**src/rtl/capture_timer.sv**
```systemverilog
module capture_timer #(
  parameter int CNT_W = 16,
  parameter int NTRIG = 4,
  parameter int PS_W  = 3
) (
  input  logic             clk,
  input  logic             rst_n,
  input  logic             reg_we,
  input  logic [2:0]       reg_addr,
  input  logic [31:0]      reg_wdata,
  output logic [31:0]      reg_rdata,
  input  logic [NTRIG-1:0] trig_i,
  output logic             tc_o,
  output logic             ov_o,
  output logic             irq_o
);
  localparam int SEL_W = (NTRIG > 1) ? $clog2(NTRIG) : 1;
  localparam int NEV   = 5;
  localparam int DIV_W = (1 << PS_W) - 1;
  localparam int E_RLD = 0, E_STA = 1, E_STP = 2, E_CAP = 3, E_CNT = 4;
  localparam logic [2:0] MODE_CAPTURE = 3'b010;

  logic             en_q, tcie_q, ccie_q, os_q;
  logic [PS_W-1:0]  ps_q;
  logic [1:0]       dir_q;
  logic [2:0]       mode_q;
  logic [CNT_W-1:0] period_q, count_q, cap_q;
  logic [NEV*SEL_W-1:0] tsel_q;
  logic [2*NEV-1:0] tedge_q;
  logic [1:0]       intr_q;
  logic [NTRIG-1:0] trig_q;
  logic             running_q, tc_q, ov_q;
  logic [NEV-1:0]   pend_q, pend_n, hw_ev, sw_ev, ev_or;
  logic [DIV_W-1:0] presc_q, ps_mask;

  logic active, tick, cmd_wr, cnt_up, cnt_free;
  logic do_stop, do_reload, do_start, do_step, do_cap, hit_term;
  logic [CNT_W-1:0] step_val;
  logic [1:0] intr_set, intr_clr;
  logic unused_wdata;

  assign unused_wdata = ^reg_wdata;

  for (genvar e = 0; e < NEV; e++) begin : g_ev
    logic [SEL_W-1:0] src;
    logic [1:0] es;
    logic cur, prv, rise, fall;
    assign src  = tsel_q[e*SEL_W +: SEL_W];
    assign es   = tedge_q[2*e +: 2];
    assign cur  = trig_i[src];
    assign prv  = trig_q[src];
    assign rise = cur & ~prv;
    assign fall = ~cur & prv;
    assign hw_ev[e] = (es == 2'b00) ? rise :
                      (es == 2'b01) ? fall :
                      (es == 2'b10) ? (rise | fall) : 1'b0;
  end

  assign active  = en_q && (mode_q == MODE_CAPTURE);
  assign ps_mask = ~({DIV_W{1'b1}} << ps_q);
  assign tick    = active && (presc_q == ps_mask);
  assign cmd_wr  = active && reg_we && (reg_addr == 3'd4);
  assign sw_ev   = {1'b0, reg_wdata[1], reg_wdata[2], reg_wdata[0], reg_wdata[3]} & {NEV{cmd_wr}};
  assign ev_or   = pend_q | hw_ev | sw_ev;
  assign pend_n  = {ev_or[E_CNT], pend_q[E_CAP] ^ hw_ev[E_CAP] ^ sw_ev[E_CAP], ev_or[E_STP:E_RLD]};

  assign cnt_up   = (dir_q != 2'b01);
  assign cnt_free = (tedge_q[2*E_CNT +: 2] == 2'b11);
  assign do_stop   = pend_n[E_STP];
  assign do_reload = !do_stop && pend_n[E_RLD];
  assign do_start  = !do_stop && !do_reload && pend_n[E_STA];
  assign do_step   = !do_stop && !do_reload && running_q && (cnt_free || pend_n[E_CNT]);
  assign do_cap    = pend_n[E_CAP];

  assign step_val = cnt_up ? ((count_q >= period_q) ? '0 : count_q + CNT_W'(1))
                           : ((count_q == '0) ? period_q : count_q - CNT_W'(1));
  assign hit_term = cnt_up ? (step_val == period_q) : (step_val == '0);

  assign intr_set = {tick && do_cap, tick && do_step && hit_term};
  assign intr_clr = (reg_we && reg_addr == 3'd7) ? reg_wdata[1:0] : 2'b00;

  assign tc_o  = tc_q;
  assign ov_o  = ov_q;
  assign irq_o = |(intr_q & {ccie_q, tcie_q});

  always_comb begin
    reg_rdata = '0;
    case (reg_addr)
      3'd0: reg_rdata = {5'b0, mode_q, 5'b0, os_q, dir_q, {(8-PS_W){1'b0}}, ps_q,
                         5'b0, ccie_q, tcie_q, en_q};
      3'd1: reg_rdata = {{(32-CNT_W){1'b0}}, period_q};
      3'd2: reg_rdata = {{(32-CNT_W){1'b0}}, cap_q};
      3'd3: reg_rdata = {{(32-CNT_W){1'b0}}, count_q};
      3'd5: reg_rdata = {{(32-NEV*SEL_W){1'b0}}, tsel_q};
      3'd6: reg_rdata = {{(32-2*NEV){1'b0}}, tedge_q};
      3'd7: reg_rdata = {30'b0, intr_q};
      default: reg_rdata = '0;
    endcase
  end

  always_ff @(posedge clk or negedge rst_n) begin
    if (!rst_n) begin
      en_q <= 1'b0; tcie_q <= 1'b0; ccie_q <= 1'b0; os_q <= 1'b0;
      ps_q <= '0; dir_q <= '0; mode_q <= '0;
      period_q <= '1; count_q <= '0; cap_q <= '0;
      tsel_q <= '0; tedge_q <= '1; intr_q <= '0; trig_q <= '0;
      running_q <= 1'b0; tc_q <= 1'b0; ov_q <= 1'b0;
      pend_q <= '0; presc_q <= '0;
    end else begin
      trig_q <= trig_i;
      tc_q   <= 1'b0;
      ov_q   <= 1'b0;
      intr_q <= (intr_q & ~intr_clr) | intr_set;

      if (reg_we) begin
        case (reg_addr)
          3'd0: begin
            en_q   <= reg_wdata[0];
            tcie_q <= reg_wdata[1];
            ccie_q <= reg_wdata[2];
            ps_q   <= reg_wdata[8 +: PS_W];
            dir_q  <= reg_wdata[17:16];
            os_q   <= reg_wdata[18];
            mode_q <= reg_wdata[26:24];
          end
          3'd1: period_q <= reg_wdata[CNT_W-1:0];
          3'd3: if (!en_q) count_q <= reg_wdata[CNT_W-1:0];
          3'd5: if (!en_q) tsel_q <= reg_wdata[NEV*SEL_W-1:0];
          3'd6: if (!en_q) tedge_q <= reg_wdata[2*NEV-1:0];
          default: ;
        endcase
      end

      if (!active) begin
        running_q <= 1'b0;
        pend_q    <= '0;
        presc_q   <= '0;
      end else if (!tick) begin
        pend_q  <= pend_n;
        presc_q <= presc_q + DIV_W'(1);
      end else begin
        pend_q  <= '0;
        presc_q <= '0;
        if (do_cap) cap_q <= count_q;
        if (do_stop) begin
          running_q <= 1'b0;
        end else if (do_reload) begin
          count_q   <= cnt_up ? '0 : period_q;
          running_q <= 1'b1;
        end else begin
          if (do_start) running_q <= 1'b1;
          if (do_step) begin
            count_q <= step_val;
            if (hit_term) begin
              tc_q <= 1'b1;
              ov_q <= cnt_up;
              if (os_q) running_q <= 1'b0;
            end
          end
        end
      end
    end
  end
endmodule

```
**config.mk**
```make
export PLATFORM = sky130hd
export DESIGN_NAME = capture_timer
export DESIGN_NICKNAME = d
export VERILOG_FILES = /design/src/rtl/capture_timer.sv
export SDC_FILE = /design/constraint.sdc
export NUM_CORES = 1
export LEC_CHECK = 0
export BUFFER_PORTS_ARGS = -buffer_cell sky130_fd_sc_hd__buf_2
export CELL_PAD_IN_SITES_DETAIL_PLACEMENT = 1
export CELL_PAD_IN_SITES_GLOBAL_PLACEMENT = 2
export CORE_ASPECT_RATIO = 0.8
export CORE_UTILIZATION = 41
export CTS_CLUSTER_DIAMETER = 100
export DETAILED_ROUTE_END_ITERATION = 7
export PLACE_DENSITY = 0.83
export SLEW_MARGIN = 10
export SYNTH_ARGS = -nofsm -noshare
export SYNTH_HDL_FRONTEND = slang
export SYNTH_SLANG_ARGS = --single-unit
```
**constraint.sdc**
```tcl
create_clock -name clk -period 5.3 [get_ports clk]
set_input_delay 0.53 -clock clk [delete_from_list [all_inputs] [get_ports clk]]
set_output_delay 0.53 -clock clk [all_outputs]
set_load 0.03 [all_outputs]
```
### Word-level counts from Yosys, hierarchy flattened

Index checks and enable logic that the tools add are counted.

* bits of input ports: 42
* logic and storage cells: 192
* register bits: 101

* reduce and logical (&&, ||, !) cells: 30
* $lt $le $gt $ge: 6
* shift-type cells: 1
* multiplexer cells: 74
* bitwise logic cells: 36
* $add $sub $neg: 3
* eq/ne operators: 23

Operators by type and width (number)
* two-way mux 16 bit: 12
* case mux 27 bit (7 select lines): 1
* two-way mux 1 bit: 46
* zero test 16 bit: 2
* binary-select mux 1 bit (select 2 bit): 10
* adder 16 x 1 -> 16 bit (second input constant): 1
* equality test 16 bit: 1
* greater-or-equal comparator 16 bit: 1
* subtractor 16 x 1 -> 16 bit (second input constant): 1
* < comparator 2 x 3 -> 1 bit (second input constant): 5
* two-way mux 7 bit: 2
* logical AND 1 bit: 13
* equality test 2 bit (second input constant): 6
* equality test 3 bit (second input constant): 4
* inverter 1 bit: 11
* bitwise AND 1 bit: 10
* equality test 2 x 1 -> 1 bit (second input constant): 5
* zero test 2 bit: 5
* two-way mux 5 bit: 2
* bitwise OR 5 bit: 2
* equality test 3 x 2 -> 1 bit (second input constant): 3
* AND reduction 3 bit: 3
* adder 7 x 1 -> 7 bit (second input constant): 1
* equality test 7 bit: 1
* other kinds (16): 25

### Depth between registers and ports, before layout

* depth in word-level cells: 23
* mapped depth: 13
* mapped depth without buffers: 12

### Least setup slack after synthesis

OpenSTA, ideal clock, no wires.

* path type: input-to-reg
* from: input trig_i[3]
* to: register running_q
* arrival time: 3.125 ns
* stages on the path: 11
* buffers on the path: 0
* setup slack: 2.056 ns
* cell sequence: mux4_2 > inv_1 > ha_1 > or4bb_1 > o311ai_0 > a2111oi_2 > nand4_1 > nor2_1 > nor4bb_1 > a41oi_2 > o21a_1

* longest elaborated chain between the ends: 23
* elaborated cells between the ends (all ways): 54
* those cells by class: mux (28); bitwise (18); reduce/logical (8)

Ends and longest elaborated chain
* start: declaration: line 12 `input logic [NTRIG-1:0] trig_i,`
* binary-select mux 1 bit (select 2 bit): line 50 `assign cur = trig_i[src];`
* two-way mux 1 bit (not written as such): line 50
* inverter 1 bit: line 53 `assign fall = ~cur & prv;`
* bitwise AND 1 bit: line 53
* bitwise OR 1 bit: line 56 `(es == 2'b10) ? (rise | fall) : 1'b0;`
* two-way mux 1 bit: line 56
* two-way mux 1 bit: line 55 `(es == 2'b01) ? fall :`
* two-way mux 1 bit: line 54 `assign hw_ev[e] = (es == 2'b00) ? rise :`
* [7 not listed]
* two-way mux 1 bit: line 151 `if (do_start) running_q <= 1'b1;`
* two-way mux 1 bit: line 157 `if (os_q) running_q <= 1'b0;`
* two-way mux 1 bit: line 154 `if (hit_term) begin`
* two-way mux 1 bit: line 152 `if (do_step) begin`
* two-way mux 1 bit: line 147 `end else if (do_reload) begin`
* two-way mux 1 bit (*): line 145 `if (do_stop) begin`
* two-way mux 1 bit (*): line 138 `end else if (!tick) begin`
* two-way mux 1 bit (*): line 134 `if (!active) begin`
* end signal: assignment: line 135 `running_q <= 1'b0;`
* end signal: assignment: line 146 `running_q <= 1'b0;`
* end signal: assignment: line 149 `running_q <= 1'b1;`
* end: declaration: line 32 `logic running_q, tc_q, ov_q;`

Every way passes the cells marked *; elsewhere a longest branch is shown, timed or not. The select of a mux whose other input is x is not followed.
A chain may end at the register's enable or synchronous reset.

### Worst setup path in the final report

* from: register period_q[7]
* to: register running_q

* longest elaborated chain between the ends: 11
* elaborated cells between the ends (all ways): 13
* those cells by class: order compare (1); eq/ne (1); mux (10); reduce/logical (1)

Ends and longest elaborated chain
* start: declaration: line 27 `logic [CNT_W-1:0] period_q, count_q, cap_q;`
* start signal: assignment: line 126 `3'd1: period_q <= reg_wdata[CNT_W-1:0];`
* greater-or-equal comparator 16 bit: line 75 `assign step_val = cnt_up ? ((count_q >= period_q) ? '0 : count_q + CNT_W'(1))`
* two-way mux 16 bit (2 in a row): line 75
* equality test 16 bit or zero test 16 bit (tied branches): line 77 `assign hit_term = cnt_up ? (step_val == period_q) : (step_val == '0);`
* two-way mux 1 bit (*): line 77
* two-way mux 1 bit (*): line 154
* two-way mux 1 bit (*): line 152
* two-way mux 1 bit (*): line 147
* two-way mux 1 bit (*): line 145
* two-way mux 1 bit (*): line 138
* two-way mux 1 bit (*): line 134

Marks and branches as above.

==> flow_metrics.tcl <==
set metrics [dict create \
    numClockSinks 101 \
    drt_iter0_markers 486 \
    grt_pass1_wl_um 42100 \
    sequentialPowerShare 0.330 \
    cp-end-kind "flip-flop" \
    postCtsResizedCells 0 \
    post-route-cell-area_um2 8270 \
    critical_path_peak_fanout 11 \
    worst_path_required_time_ps 5560 \
    cts_tree "built" \
    post_drt_wl_per_cell_um 24.9 \
    routabilityCongestion 0.983 \
    post_synth.cell_area_avg_um2 9.20 \
    antenna_found_initial 1 \
    detail_route.wirelength_um 26800 \
    edff_count_synth 0 \
    dieWidth_um 153 \
    overflow 0 \
    worstHoldPathType "in2async" \
    final_layout_size_suffix_gt1_frac 0.245 \
    post_cts.repair.setup_buffers 0 \
    detail-route-antenna-nets 0 \
    p_int_uw 2020 \
    timing.final.crit_share 0.846 \
    post-synth-top-area-cell "dfrtp_1" \
    numCtsBuffers 9 \
    slew_headroom 0.370 \
    die_area_um2 18800 \
    ffs_latches_synth 101 \
    h-tree-depth 3 \
    ios 77 \
    flow.area_growth_from_synthesis_pct 10.7 \
    setup_viol_count_final 0 \
    groute.usage.overall 0.300 \
    cap_violations 0 \
    netSwitchingPower_uw 1650 \
    setup_slack_ps 819 \
    part_of_the_power_in_combinational_logic 0.488 \
    port_buffers 56 \
    postSynthCellCount 812 \
    reg2reg_depth 12 \
    timing.final.crit_period_ps 4480 \
    fin_nets 919 \
    finalCoreUtilization 0.470 \
    critPathKind "reg2reg" \
    peakVddDrop_v 0.000188 \
    vias_per_cell 6.28 \
    placementRows 43 \
    worst_pin_slew_ps 945 \
    r2r_setup_slack_ps 820 \
    yosys_warnings 0 \
    vias 6764 \
    ffs_w_async_s_r_synth 1.00 \
    timing.rr.end "running_q$_DFFE_PN0P_" \
    p_sw_frac 0.451 \
    slew_violations 0 \
    yosysUniqueCellTypes 78 \
    grt_max_degree 72 \
    yosysSeqAreaShare 0.343 \
    arrival_ps 4740 \
    n_antenna_cell 0 \
    clk_path_buf_depth 2 \
    synthDominantCellAreaShare 0.251 \
    dp.final_hpwl_um 20100 \
    max_freq_ghz 0.223 \
    floorplan.initialDensity 0.425 \
    floorplan.core_area_um2 17600 \
    powerDensity_nw_per_um2 444 \
    status "completed" \
    drt_drc_violations_left 0 \
    worst_r2r_startpoint "period_q[7]$_DFFE_PN1P_" \
    grt_setup_unrepaired "no" \
    combined_area_of_all_synthesized_cells_um2 7470 \
    clock_insertion_delay_worst_skew_ps 370 \
    final_worst_clock_skew_ps 10.9 \
    drtPass1Iterations 5 \
    worst_setup_hold_path_clk_slew_ps 80 \
    power.static_leakage_uw 0.00338 \
    cts.hold.buffers_added 0 \
    cts_root_buf "clkbuf_16" \
    tns_ps 0 \
    clock_power_share 0.182 \
    postSynth.topFlopCell "dfrtp_1" \
    detailed_place.area_um2 7970 \
    dp_slack_ps 892 \
    die-height_um 123 \
    critPathLaunchType "flip-flop" \
    vias_in_the_first_global_route 6980 \
    synth_area_leaders "dfrtp_1 (25%), dfstp_2 (9.1%), mux2_2 (8.1%), ha_1 (5.0%), mux4_2 (3.9%)" \
    timing.final.hold_violations 0 \
]
==> layout by cell type, fill, tap and decap left out, types with 11 or more instances in the layout <==
cell type | netlist | final
mux4_2 | 13 | 13
inv_1 | 37 | 37
o211ai_1 | 11 | 11
nand4_1 | 18 | 18
o22ai_1 | 24 | 24
mux2i_1 | 27 | 27
buf_4 | 10 | 28
nor3_1 | 18 | 16
nor2_1 | 49 | 49
o21ai_0 | 55 | 55
dfstp_2 | 26 | 26
dfrtp_1 | 75 | 75
ha_1 | 30 | 30
xor2_1 | 13 | 13
nand2_1 | 73 | 73
buf_2 | 5 | 55
a22oi_1 | 21 | 21
nand3_1 | 18 | 18
a21oi_1 | 32 | 32
mux2_2 | 54 | 54
xnor2_1 | 21 | 21
==> sequential cells by signal, summed over array words and instances, names as in the netlist, 2 cells and up <==
name and flops:
dir_q 2, period_q 16, pend_q 5, cap_q 16
tedge_q 10, ps_q 3, mode_q 3, tsel_q 10
intr_q 2, count_q 16, presc_q 7, trig_q 4
==> cells in the mapped netlist (all sizes together), types with 5 or more instances <==
cell    count
a21oi      32
and2        8
mux2       54
inv        37
mux2i      27
nand4      18
o21ai      57
nand3      18
o21bai      5
xnor2      21
o22ai      24
ha         30
dfrtp      75
nand2      73
nor2       49
nor2b       8
nor4       11
nand2b      9
clkbuf     45
xor2       13
mux4       13
a22oi      21
a32oi       5
a31oi       5
dfstp      26
nor3       18
a21o        6
o211ai     11
buf        23
==> power groups by stage <==
stage	Sequential [uW]	Clock, uW	Combinational [uW]
global route	1230	714	1950
global placement	1200	0	1710
floorplan	1110	0	1250
detailed placement	1220	0	1760
finish	1210	670	1790
CTS	1200	681	1770
==> cell families after synthesis <==
group	after synthesis	synth area share
flip-flops	101	0.343
buffers and inverters	105	0.0616
adder cells (fa/ha/maj)	30	0.0502
AO/OA/AOI/OAI	205	0.183
AND/OR/NAND/NOR	242	0.165
other	1	0.000502
multiplexers	94	0.157
XOR/XNOR	34	0.0399
==> metrics by stage <==
step,hold WS (ps),total power (uW),cells
after floorplan,234,2360,821
after global placement,483,2910,1061
after detailed placement,491,2970,1061
after CTS,102,3660,1077
after global routing,108,3900,1077
final,87.1,3670,1077
==> layout make-up <==
type,count,area [um2]
repair buffers,83,485
well taps,225,282
flip-flops and latches,101,2560
clock inverters,5,42.5
clock buffers,11,253
inverters,37,139
fillers,2066,9330
multi-input cells,615,4510
==> layer usage <==
layer	wire [um]	GRT usage	share of wire	vias up
met5	9	0	0.00034	-
met3	1510	0.0434	0.056	29
met2	12300	0.482	0.46	215
met4	368	0.0783	0.014	2
li1	-	-	-	3041
met1	12600	0.423	0.47	3477
==> critical path, stage by stage (launching register included) <==
cell and delay (ps):
dfstp_2 630, inv_1 140, ha_1 340, a21oi_1 150, o21ai_0 280, a2bb2oi_1 350
nand4_1 530, buf_4 410, a2bb2oi_1 180, xnor2_1 180, a2111oi_0 540, a41oi_2 360
o21a_1 280
==> worst max path at each step <==
stage                            startpoint  cells after the start                    end  slack, ps
floorplan                         trig_i[3]                     11  running_q$_DFFE_PN0P_       2060
global placement    period_q[1]$_DFFE_PN1P_                     12  running_q$_DFFE_PN0P_       1010
detailed placement  period_q[1]$_DFFE_PN1P_                     12  running_q$_DFFE_PN0P_        890
CTS                 period_q[1]$_DFFE_PN1P_                     12  running_q$_DFFE_PN0P_        880
global route        period_q[1]$_DFFE_PN1P_                     12  running_q$_DFFE_PN0P_        530
finish              period_q[7]$_DFFE_PN1P_                     12  running_q$_DFFE_PN0P_        820
No activity file was read; power rests on OpenSTA's default activity.
